### src/rtl/moesi_pkg.sv
package moesi_pkg;
  localparam int DOM_W = 2;
  localparam logic [DOM_W-1:0] DOM_BAD = '1;

  typedef enum logic [2:0] {
    ST_I = 3'd0, ST_S = 3'd1, ST_E = 3'd2, ST_O = 3'd3, ST_M = 3'd4
  } line_st_t;

  typedef enum logic [1:0] {
    OP_RD = 2'd0, OP_WR = 2'd1, OP_EV = 2'd2, OP_NOP = 2'd3
  } lcl_op_t;

  typedef enum logic [1:0] {
    SN_ONCE = 2'd0, SN_SHR = 2'd1, SN_UNQ_RD = 2'd2, SN_UNQ_WR = 2'd3
  } snp_op_t;

  typedef enum logic [1:0] {
    RQ_NONE = 2'd0, RQ_SHARED = 2'd1, RQ_UNIQUE = 2'd2, RQ_RSVD = 2'd3
  } bus_req_t;
endpackage

### src/rtl/moesi_attr_gate.sv
module moesi_attr_gate
  import moesi_pkg::*;
#(
  parameter int CACHE_W = 4,
  parameter int MOD_BIT = 1
) (
  input  logic               vld_i,
  input  logic [CACHE_W-1:0] cache_i,
  input  logic [DOM_W-1:0]   dom_i,
  output logic               act_o,
  output logic               err_o
);
  logic dom_bad;
  logic unused_attr;

  assign unused_attr = ^cache_i;
  assign dom_bad = (dom_i == DOM_BAD);
  // illegal domain wins over the modifiable bypass
  assign err_o = vld_i & dom_bad;
  assign act_o = vld_i & ~dom_bad & cache_i[MOD_BIT];
endmodule

### src/rtl/moesi_snoop_xfer.sv
module moesi_snoop_xfer
  import moesi_pkg::*;
(
  input  logic     act_i,
  input  snp_op_t  op_i,
  input  line_st_t st_i,
  output line_st_t st_o,
  output logic     sup_o
);
  always_comb begin
    st_o  = st_i;
    sup_o = 1'b0;
    if (act_i) begin
      sup_o = (st_i == ST_M) || (st_i == ST_O);
      case (op_i)
        SN_SHR: begin
          if (st_i == ST_M) st_o = ST_O;
          else if (st_i == ST_E) st_o = ST_S;
        end
        SN_UNQ_RD, SN_UNQ_WR: st_o = ST_I;
        default: st_o = st_i;
      endcase
    end
  end
endmodule

### src/rtl/moesi_local_xfer.sv
module moesi_local_xfer
  import moesi_pkg::*;
(
  input  logic     act_i,
  input  lcl_op_t  op_i,
  input  logic     fill_unique_i,
  input  line_st_t st_i,
  output line_st_t st_o,
  output bus_req_t req_o,
  output logic     wb_o
);
  always_comb begin
    st_o  = st_i;
    req_o = RQ_NONE;
    wb_o  = 1'b0;
    if (act_i) begin
      case (op_i)
        OP_RD: begin
          if (st_i == ST_I) begin
            req_o = RQ_SHARED;
            st_o  = fill_unique_i ? ST_E : ST_S;
          end
        end
        OP_WR: begin
          case (st_i)
            ST_E: st_o = ST_M;
            ST_I, ST_S, ST_O: begin
              req_o = RQ_UNIQUE;
              st_o  = ST_M;
            end
            default: st_o = st_i;
          endcase
        end
        OP_EV: begin
          wb_o = (st_i == ST_M) || (st_i == ST_O);
          st_o = ST_I;
        end
        default: st_o = st_i;
      endcase
    end
  end
endmodule

### src/rtl/moesi_line_ctrl.sv
module moesi_line_ctrl
  import moesi_pkg::*;
#(
  parameter int CACHE_W = 4,
  parameter int MOD_BIT = 1
) (
  input  logic               clk,
  input  logic               rst,
  input  logic               lcl_vld_i,
  input  logic [1:0]         lcl_op_i,
  input  logic [CACHE_W-1:0] lcl_cache_i,
  input  logic [1:0]         lcl_dom_i,
  input  logic               lcl_fill_unique_i,
  input  logic               snp_vld_i,
  input  logic [1:0]         snp_op_i,
  input  logic [CACHE_W-1:0] snp_cache_i,
  input  logic [1:0]         snp_dom_i,
  output logic [2:0]         state_o,
  output logic [1:0]         bus_req_o,
  output logic               wb_o,
  output logic               snp_data_o,
  output logic               err_o
);
  localparam int NUM_CH = 2;
  localparam int CH_SNP = 0;
  localparam int CH_LCL = 1;

  logic [NUM_CH-1:0]  ch_vld, ch_act, ch_err;
  logic [CACHE_W-1:0] ch_cache [NUM_CH];
  logic [DOM_W-1:0]   ch_dom   [NUM_CH];

  assign ch_vld[CH_SNP]   = snp_vld_i;
  assign ch_vld[CH_LCL]   = lcl_vld_i;
  assign ch_cache[CH_SNP] = snp_cache_i;
  assign ch_cache[CH_LCL] = lcl_cache_i;
  assign ch_dom[CH_SNP]   = snp_dom_i;
  assign ch_dom[CH_LCL]   = lcl_dom_i;

  for (genvar g = 0; g < NUM_CH; g++) begin : g_gate
    moesi_attr_gate #(.CACHE_W(CACHE_W), .MOD_BIT(MOD_BIT)) u_gate (
      .vld_i   (ch_vld[g]),
      .cache_i (ch_cache[g]),
      .dom_i   (ch_dom[g]),
      .act_o   (ch_act[g]),
      .err_o   (ch_err[g])
    );
  end

  line_st_t state_q, st_mid, st_nxt;
  bus_req_t req_nxt, req_q;
  logic     sup_nxt, wb_nxt, sup_q, wb_q, err_q;

  // snoop first, local event acts on what the snoop leaves
  moesi_snoop_xfer u_snp (
    .act_i (ch_act[CH_SNP]),
    .op_i  (snp_op_t'(snp_op_i)),
    .st_i  (state_q),
    .st_o  (st_mid),
    .sup_o (sup_nxt)
  );

  moesi_local_xfer u_lcl (
    .act_i         (ch_act[CH_LCL]),
    .op_i          (lcl_op_t'(lcl_op_i)),
    .fill_unique_i (lcl_fill_unique_i),
    .st_i          (st_mid),
    .st_o          (st_nxt),
    .req_o         (req_nxt),
    .wb_o          (wb_nxt)
  );

  always_ff @(posedge clk) begin
    if (rst) begin
      state_q <= ST_I;
      req_q   <= RQ_NONE;
      sup_q   <= 1'b0;
      wb_q    <= 1'b0;
      err_q   <= 1'b0;
    end else begin
      state_q <= st_nxt;
      req_q   <= req_nxt;
      sup_q   <= sup_nxt;
      wb_q    <= wb_nxt;
      err_q   <= |ch_err;
    end
  end

  assign state_o    = state_q;
  assign bus_req_o  = req_q;
  assign wb_o       = wb_q;
  assign snp_data_o = sup_q;
  assign err_o      = err_q;

  p_silent_up_r3: assert property (@(posedge clk) disable iff (rst)
    (lcl_vld_i && lcl_cache_i[MOD_BIT] && lcl_dom_i != DOM_BAD &&
     lcl_op_i == 2'd1 && state_q == ST_E && !snp_vld_i)
    |=> (state_q == ST_M && req_q == RQ_NONE));

  p_wb_dirty_r4: assert property (@(posedge clk) disable iff (rst)
    wb_q |-> ($past(state_q) == ST_M || $past(state_q) == ST_O));

  p_sup_dirty_r5: assert property (@(posedge clk) disable iff (rst)
    sup_q |-> ($past(state_q) == ST_M || $past(state_q) == ST_O));

  p_unique_inv_r6: assert property (@(posedge clk) disable iff (rst)
    (snp_vld_i && snp_cache_i[MOD_BIT] && snp_dom_i != DOM_BAD &&
     snp_op_i[1] && !lcl_vld_i) |=> (state_q == ST_I));

  p_once_keep_r7: assert property (@(posedge clk) disable iff (rst)
    (snp_vld_i && snp_op_i == 2'd0 && !lcl_vld_i) |=> $stable(state_q));

  p_bypass_r8: assert property (@(posedge clk) disable iff (rst)
    (lcl_vld_i && !lcl_cache_i[MOD_BIT] && !snp_vld_i)
    |=> ($stable(state_q) && req_q == RQ_NONE && !wb_q));

  p_err_hold_r9: assert property (@(posedge clk) disable iff (rst)
    (snp_vld_i && snp_dom_i == DOM_BAD && !lcl_vld_i)
    |=> ($stable(state_q) && err_q && !sup_q));

  p_idle_quiet_r11: assert property (@(posedge clk) disable iff (rst)
    (!snp_vld_i && !lcl_vld_i)
    |=> ($stable(state_q) && req_q == RQ_NONE && !wb_q && !sup_q && !err_q));
endmodule

### config.mk
export PLATFORM = sky130hd
export DESIGN_NAME = moesi_line_ctrl
export DESIGN_NICKNAME = d
export VERILOG_FILES = /design/src/rtl/moesi_pkg.sv /design/src/rtl/moesi_attr_gate.sv /design/src/rtl/moesi_snoop_xfer.sv /design/src/rtl/moesi_local_xfer.sv /design/src/rtl/moesi_line_ctrl.sv
export SDC_FILE = /design/constraint.sdc
export NUM_CORES = 1
export LEC_CHECK = 0
export BUFFER_PORTS_ARGS = -buffer_cell sky130_fd_sc_hd__buf_2
export CAP_MARGIN = 25
export CORE_AREA = 4 4 41 43
export CTS_CLUSTER_DIAMETER = 120
export CTS_CLUSTER_SIZE = 12
export DETAILED_ROUTE_END_ITERATION = 16
export DIE_AREA = 0 0 45 47
export PLACE_DENSITY = 0.71
export REMOVE_ABC_BUFFERS = 1
export SLEW_MARGIN = 20
export SYNTH_ARGS = -nofsm -noshare
export SYNTH_HDL_FRONTEND = slang
export SYNTH_SLANG_ARGS = --single-unit
### constraint.sdc
create_clock -name clk -period 3.8 [get_ports clk]
set_input_delay 0.76 -clock clk [delete_from_list [all_inputs] [get_ports clk]]
set_output_delay 0.76 -clock clk [all_outputs]
set_load 0.005 [all_outputs]
; ---- Yosys cells after proc, flatten, opt, wreduce, memory -nomap -nowiden
; Cells that the tools add are included.
[totals]
ff_bits = 8
latchBits = 0
ramBits = 0
mem_bits_ro = 0
in_bits = 21
output_inout_bits = 8
memories = 0
[op_classes]
add_sub_neg = 0
mul = 0
div = 0
n_lt_le_gt_ge = 0
n_eq_ne = 14
shifts = 0
mux = 12
bitwise_logic = 11
n_reduce_logical = 11
[op_table]
columns = op, n
row1 = 2-to-1 mux 3 bit, 6
row2 = "equality test 3 x 2 -> 1 bit, second input constant", 4
row3 = "equality test 2 bit, second input constant", 5
row4 = case mux 3 bit (3 select lines), 1
row5 = OR reduction 2 bit, 4
row6 = AND 1 bit, 6
row7 = "equality test 3 bit, second input constant", 2
row8 = case mux 3 bit (2 select lines), 1
row9 = OR reduction 3 bit, 2
row10 = NOT 1 bit, 5
row11 = "equality test 2 x 1 -> 1 bit, second input constant", 2
row12 = 2-to-1 mux 2 bit, 2
row13 = case mux 2 bit (2 select lines), 1
row14 = OR reduction 4 bit, 1
row15 = "equality test 3 x 1 -> 1 bit, second input constant", 1
row16 = logical NOT 3 bit, 1
row17 = logical NOT 2 bit, 1
row18 = logical OR 1 bit, 2
row19 = 2-to-1 mux 1 bit, 1

; ---- Logic depth before layout (Yosys ltp)
; Gate-level depths: netlist of run 1.
[logic_depth]
depth_word = 10
mapped_depth = 6
ltp_nobuf = 5

; ---- Modules after synthesis
; From an unflattened synthesis of run 1, not the netlist that was laid out.
[unflattened]
cells_unflattened = 56
hier_area_um2 = 496.7
[modules_own_cells]
columns = module, instances, cells_each, area_per_inst_um2, seq_area_each_um2
row1 = moesi_line_ctrl, 1, 16, 231.5, 160.2
row2 = moesi_local_xfer, 1, 20, 128.9, 0.0
row3 = moesi_snoop_xfer, 1, 14, 106.4, 0.0
row4 = moesi_attr_gate, 2, 3, 15.0, 0.0

; ---- Least setup slack after synthesis of run 1
; No wires, ideal clock.
[synth_path]
kind = input -> register
startpoint = in snp_cache_i[1]
endpoint = reg wb_q (netlist: wb_o)
setup_time_ns = 0.103
arrival_ns = 1.806
required_time_ns = 3.697
slack_ns = 1.890
path_stages = 5
n_path_buf = 0
cell_sequence = and2_4 -> nand3_1 -> a21boi_2 -> or3_1 -> a2111oi_2
[synth_between]
elab_chain_cells = 4
[synth_lines]
columns = element, line_no
row1 = "start, declared", moesi_line_ctrl.sv:16  ; input logic [CACHE_W-1:0] snp_cache_i,
row2 = AND 1 bit (*), moesi_attr_gate.sv:20  ; assign act_o = vld_i & ~dom_bad & cache_i[MOD_BIT];
row3 = 2-to-1 mux 3 bit (*), moesi_snoop_xfer.sv:13  ; if (act_i) begin
row4 = equality test 3 bit / equality test 3 x 2 -> 1 bit (equally long branches), moesi_local_xfer.sv:35  ; wb_o = (st_i == ST_M) || (st_i == ST_O);
row5 = logical OR 1 bit (*), moesi_local_xfer.sv:35
row6 = "end signal, assigned", moesi_line_ctrl.sv:83  ; wb_q <= wb_nxt;
row7 = "end, declared", moesi_line_ctrl.sv:51  ; logic sup_nxt, wb_nxt, sup_q, wb_q, err_q;
; Mark *: on every way between the ends. The rest lies on a longest branch, timed or not.
; A chain may end at the register's enable or synchronous reset.

; ---- Final worst setup path of run 1
[layout_path]
startpoint = in snp_vld_i
endpoint = reg wb_q (netlist: wb_o)
[layout_between]
elab_chain_cells = 5
[layout_lines]
columns = element, line_no
row1 = "start, declared", moesi_line_ctrl.sv:14  ; input logic snp_vld_i,
row2 = AND 1 bit (*) (2 in series), moesi_attr_gate.sv:20
row3 = 2-to-1 mux 3 bit (*), moesi_snoop_xfer.sv:13
row4 = equality test 3 bit / equality test 3 x 2 -> 1 bit (equally long branches), moesi_local_xfer.sv:35
row5 = logical OR 1 bit (*), moesi_local_xfer.sv:35
; Marks and branches as above.

==> impl_metrics.csv, run 1 <==
group,metric,value,unit
clocking,clock_sinks,8,
layout,fin_nets,114,
layout,utilization,49.8,%
critical_path,worstReg2RegEnd,"wb_o",
place,port_buffers,22,
clocking,post_cts_buffers,0,
synthesis,synth_edf_count,0,
clocking,clk_latency,250,ps
sta,fin_worst_skew,1.82,ps
critical_path,endpoint_kind,"register",
clocking,htree_levels,1,
clocking,hold_buffers,0,
sta,drv_slew,0,
power_and_ir_drop,power_density,286,mW/mm²
global_route,grt.overflow.total,0,
floorplan,initial_core_util,39.3,%
layout,drive_gt1_share,34.1,%
floorplan,coreArea,0.00130,mm²
floorplan,die_w,45,µm
route,via_per_inst,5.60,
layout,final_common_cell,"buf_2",
critical_path,path_cells,"buf_2, and2_4, nand3_1, a21boi_2, or3_1, a2111oi_2",
run_status,status,"completed",
critical_path,start_kind,"input pin",
critical_path,cp.arrival,1990,ps
global_route,grt_pass1_vias,526,
synthesis,ys.flop_type,"dfxtp_1",
floorplan,ios,29,
route,drt-total-wl,1.24,mm
sta,period_needed,1840,ps
power_and_ir_drop,max-vdd-ir-drop,161,µV
synthesis,synthDistinctLibCells,31,
power_and_ir_drop,p_leak,0.282,nW
sta,fmax,544,MHz
floorplan,die_area,0.00212,mm²
sta,tightest_slew,472,ps
min_path,worstHoldStart,"state_o[2]",
global_route,gr-usage-all-layers,13.5,%
critical_path,r2r_start,"state_o[0]",
critical_path,crit_fanout,5,
clocking,cts_tree,"yes",
clocking,path_clk_slew,50,ps
sta,fin_setup_tns,0,ps
global_route,grt_max_degree,11,
sta,setup_ws,1960,ps
synthesis,yosys_warnings,0,
synthesis,syn_area_per_cell,7.53,µm²
sta,hold_viol_final,0,
layout,syn2layout_area_growth,26.7,%
layout,layout_common_cells,"22 x buf_2, 9 x a21oi_1, 8 x nand2_1, 8 x dfxtp_1, 5 x nand3_1",
route,drtIter0Drc,15,
critical_path,ff2ff_path_depth,5,
route,vias,594,
critical_path,reg2reg_slack,2160,ps
critical_path,cp_slowest_cell,"or3_1",
synthesis,async_reset_ff_share,0,%
clocking,cts.repair.resized,0,
synthesis,synth_area,512,µm²
sta,fin_crit_sh,48.4,%
route,post-route-drc-count,0,
sta,slew_headroom,68.3,%
min_path,hold_class,"reg -> reg",
layout,antennaDiodeCount,0,
place,gp_congestion,0.767,
sta,setup_viol,0,
clocking,clockBufferDepth,2,
layout,fillers,143,
min_path,hold-path-cell-count,2,
critical_path,worstPathBufferInverterCount,1,
route,ant_nets,0,
min_path,hold_path_end,"snp_data_o",
place,dp_hpwl,980,µm
critical_path,cpLargestDelayFamily,"simple AND/OR/NAND/NOR gates",
global_route,grt_pass1_wl,2.05,mm
critical_path,critPathMaxStageDelay,320,ps
synthesis,ys_ff_latch,8,
clocking,clock-root-buffer,"clkbuf_4",
critical_path,worstSetupPathType,"in -> reg",
flow_run,maxCapViolCount,0,
route,wl_per_cell,11.7,µm
floorplan,die_y,47,µm
sta,rsz0062_at_grt,"no",
critical_path,worstPathRequired,3950,ps
route,drtPass1Iterations,4,
global_route,antenna_found_initial,0,
synthesis,seq_area_frac_synth,31.3,%
floorplan,row_count,13,
synthesis,synthesis.instances,68,
place,place_ws,1690,ps
clocking,cts_made_buffers,3,
cell usage after synthesis (all sizes together) (2+ instances only):
library cell / n / area [µm²]
a21oi: 10 / 53.8
dfxtp: 8 / 160
a211oi: 3 / 22.5
nor3: 2 / 10.0
or3: 3 / 18.8
a21boi: 2 / 18.8
nand2: 9 / 36.3
nor2: 4 / 17.5
inv: 4 / 15.0
o21ai: 3 / 15.0
nand3: 5 / 25.0
power breakdown:
group / internal, mW / leakage (nW) / switching [mW]
Sequential: 0.0858 / 0.0647 / 0.00214
Clock: 0.0361 / 0.0138 / 0.0283
Combinational: 0.0148 / 0.204 / 0.0182
Total: 0.137 / 0.282 / 0.0486
layer usage:
metal / up-vias / wire length [µm] / GRT usage, %
met2: 27 / 571 / 22.9
li1: 296 / - / -
met1: 269 / 516 / 14.7
met3: 2 / 139 / 7.28
met5: - / 0 / 0
met4: 0 / 8 / 3.51
layout make-up:
class,instances,area (µm²),area share (%)
Tap cell,15,18.8,2.90
Clock buffer,3,22.5,3.47
Timing Repair Buffer,22,110,17.0
Inverter,4,15.0,2.32
Multi-Input combinational cell,54,322,49.6
Sequential cell,8,160,24.7
sequential cells by signal (all words and copies together), names as in the netlist:
| name | flops |
|---|---|
| state_o | 3 |
| wb_o | 1 |
| err_o | 1 |
| snp_data_o | 1 |
| bus_req_o | 2 |
logic make-up (layout without fill, tap and decap cells):
kind of cell    count (synthesis)  count (layout)  synth area share, %
xor+xnor                        1               1                 1.71
buf+inv                         6              29                 5.87
simple gates                   29              29                 28.9
flops                           8               8                 31.3
compound gates                 24              24                 32.3
worst min-delay path: cells and delay by family (launching register included):
family	cells	cell delay (ps)
AO/OA/AOI/OAI	1	160
flip-flops	1	400
AND/OR/NAND/NOR	1	50
stage by stage:
stage          cell area, µm²  hold slack, ps  total power, mW  instances
2_1_floorplan             497             606            0.106         66
3_3_place_gp              626             646            0.122        103
3_5_place_dp              626             661            0.122        103
4_1_cts                   648             670            0.188        106
5_1_grt                   648             691            0.196        106
6_report                  648             665            0.185        106
worst max path at each step:
| stage | from | to | slack (ps) | depth (start not counted) |
|---|---|---|---|---|
| after floorplan | snp_cache_i[1] | wb_o | 1890 | 5 |
| after global placement | snp_vld_i | wb_o | 1700 | 6 |
| after detailed placement | snp_vld_i | wb_o | 1690 | 6 |
| after CTS | snp_vld_i | wb_o | 1960 | 6 |
| after global routing | snp_vld_i | wb_o | 1840 | 6 |
| final | snp_vld_i | wb_o | 1960 | 6 |
(Power assumes the default switching activity.)
==> run 2, diff against run 1 <==
==> constraint.sdc (replaced) <==
create_clock -name clk -period 1.9 [get_ports clk]
set_input_delay 0.38 -clock clk [delete_from_list [all_inputs] [get_ports clk]]
set_output_delay 0.38 -clock clk [all_outputs]
set_load 0.005 [all_outputs]
==> run 2 against run 1 <==
Compared with the run above: clock skew increased by 5.2 ps; die area unchanged; via count decreased by 3.4%; global-route usage increased by 0.54 points; final cell count increased by 2.8%; register-to-register slack got worse by 1900 ps; design area increased by 3.5%; highest routed layer unchanged.
==> impl_metrics.csv, run 2 (synthesis gave the netlist of run 1 again) <==
group,metric,value,unit
route,via_per_inst,5.27,
route,post-route-drc-count,0,
route,wl_per_cell,11.7,µm
critical_path,reg2reg_slack,230,ps
min_path,hold-path-cell-count,2,
power_and_ir_drop,p_leak,0.297,nW
global_route,gr-usage-all-layers,14.0,%
global_route,grt_pass1_vias,506,
critical_path,ff2ff_path_depth,5,
place,port_buffers,22,
critical_path,start_kind,"register",
clocking,cts_made_buffers,3,
layout,fin_nets,117,
sta,fin_setup_tns,0,ps
clocking,clock-root-buffer,"clkbuf_4",
sta,drv_slew,0,
clocking,hold_buffers,0,
flow_run,maxCapViolCount,0,
critical_path,cp.arrival,1820,ps
floorplan,die_w,45,µm
place,gp_congestion,0.792,
clocking,post_cts_buffers,0,
sta,fin_worst_skew,7.05,ps
clocking,path_clk_slew,60,ps
power_and_ir_drop,max-vdd-ir-drop,322,µV
route,drtPass1Iterations,4,
layout,largest_reg_flops,3,
layout,layout_common_cells,"22 x buf_2, 9 x a21oi_1, 8 x nand2_1, 8 x dfxtp_1, 5 x nand3_1",
sta,fmax,597,MHz
global_route,grt_pass1_wl,2.07,mm
critical_path,crit_fanout,7,
global_route,antenna_found_initial,0,
floorplan,die_y,47,µm
floorplan,row_count,13,
clocking,clock_sinks,8,
floorplan,coreArea,0.00130,mm²
clocking,clk_latency,260,ps
route,drt-total-wl,1.27,mm
clocking,htree_levels,1,
global_route,grt.overflow.total,0,
clocking,cts_tree,"yes",
critical_path,worstPathRequired,2050,ps
min_path,worstHoldStart,"rst",
floorplan,die_area,0.00212,mm²
route,vias,574,
critical_path,r2r_start,"state_o[1]",
sta,fin_crit_sh,88.1,%
floorplan,ios,29,
critical_path,worstReg2RegEnd,"wb_o",
layout,drive_gt1_share,36.2,%
floorplan,initial_core_util,39.3,%
clocking,cts.repair.resized,0,
min_path,hold_path_end,"state_o[2]",
layout,syn2layout_area_growth,31.1,%
layout,utilization,51.5,%
route,drtIter0Drc,27,
clocking,clockBufferDepth,2,
global_route,grt_max_degree,11,
sta,rsz0062_at_grt,"no",
critical_path,cp_slowest_cell,"dfxtp_1",
layout,final_common_cell,"buf_2",
run_status,status,"completed",
sta,tightest_slew,352,ps
sta,slew_headroom,76.5,%
route,ant_nets,0,
critical_path,critPathMaxStageDelay,480,ps
sta,hold_viol_final,0,
layout,antennaDiodeCount,0,
critical_path,path_cells,"nor2_2, a21oi_2, o21ai_1, or3_1, a2111oi_2",
place,dp_hpwl,980,µm
min_path,hold_class,"in -> reg",
critical_path,worstSetupPathType,"reg -> reg",
power_and_ir_drop,power_density,563,mW/mm²
sta,setup_viol,0,
critical_path,endpoint_kind,"register",
sta,period_needed,1670,ps
[run 2: area by class of cell]
type	instances	area [µm²]
Timing Repair Buffer	25	133
Tap cell	15	18.8
Multi-Input combinational cell	54	322
Sequential cell	8	160
Fill cell	128	631
Inverter	4	15.0
Clock buffer	3	22.5
[run 2: per-stage QoR]
stage	area (µm²)	setup WS [ps]	power, mW	cells	hold slack (ps)
final	671	226	0.378	109	380
after global routing	671	127	0.399	109	379
after CTS	671	221	0.382	109	371
after detailed placement	648	186	0.248	106	645
after global placement	648	208	0.248	106	645
after floorplan	497	370	0.212	66	449
[run 2: worst max-delay path by stage]
stage                         startpoint  endpoint  slack (ps)
after floorplan           snp_cache_i[1]      wb_o         370
after global placement    snp_cache_i[1]      wb_o         210
after detailed placement     snp_op_i[0]      wb_o         190
after CTS                     state_o[1]      wb_o         220
after global routing          state_o[1]      wb_o         130
final                         state_o[1]      wb_o         230
[run 2: layer usage]
layer,global-route usage (%),wire length (µm),up-vias
met5,0,0,-
met4,4.68,8,0
met3,8.43,134,2
met1,16.0,563,245
met2,21.8,567,23
li1,-,-,304
[run 2: worst max-delay path: cells and delay by family (launching register included)]
family / cells / cell delay, ps
compound gates: 3 / 590
flops: 1 / 480
simple gates: 2 / 500
[run 2: where the power goes]
part           internal, mW  switching (mW)  total, mW
Combinational        0.0325          0.0383     0.0708
Sequential            0.171         0.00367      0.175
Clock                0.0724          0.0594      0.132
Total                 0.276           0.101      0.378
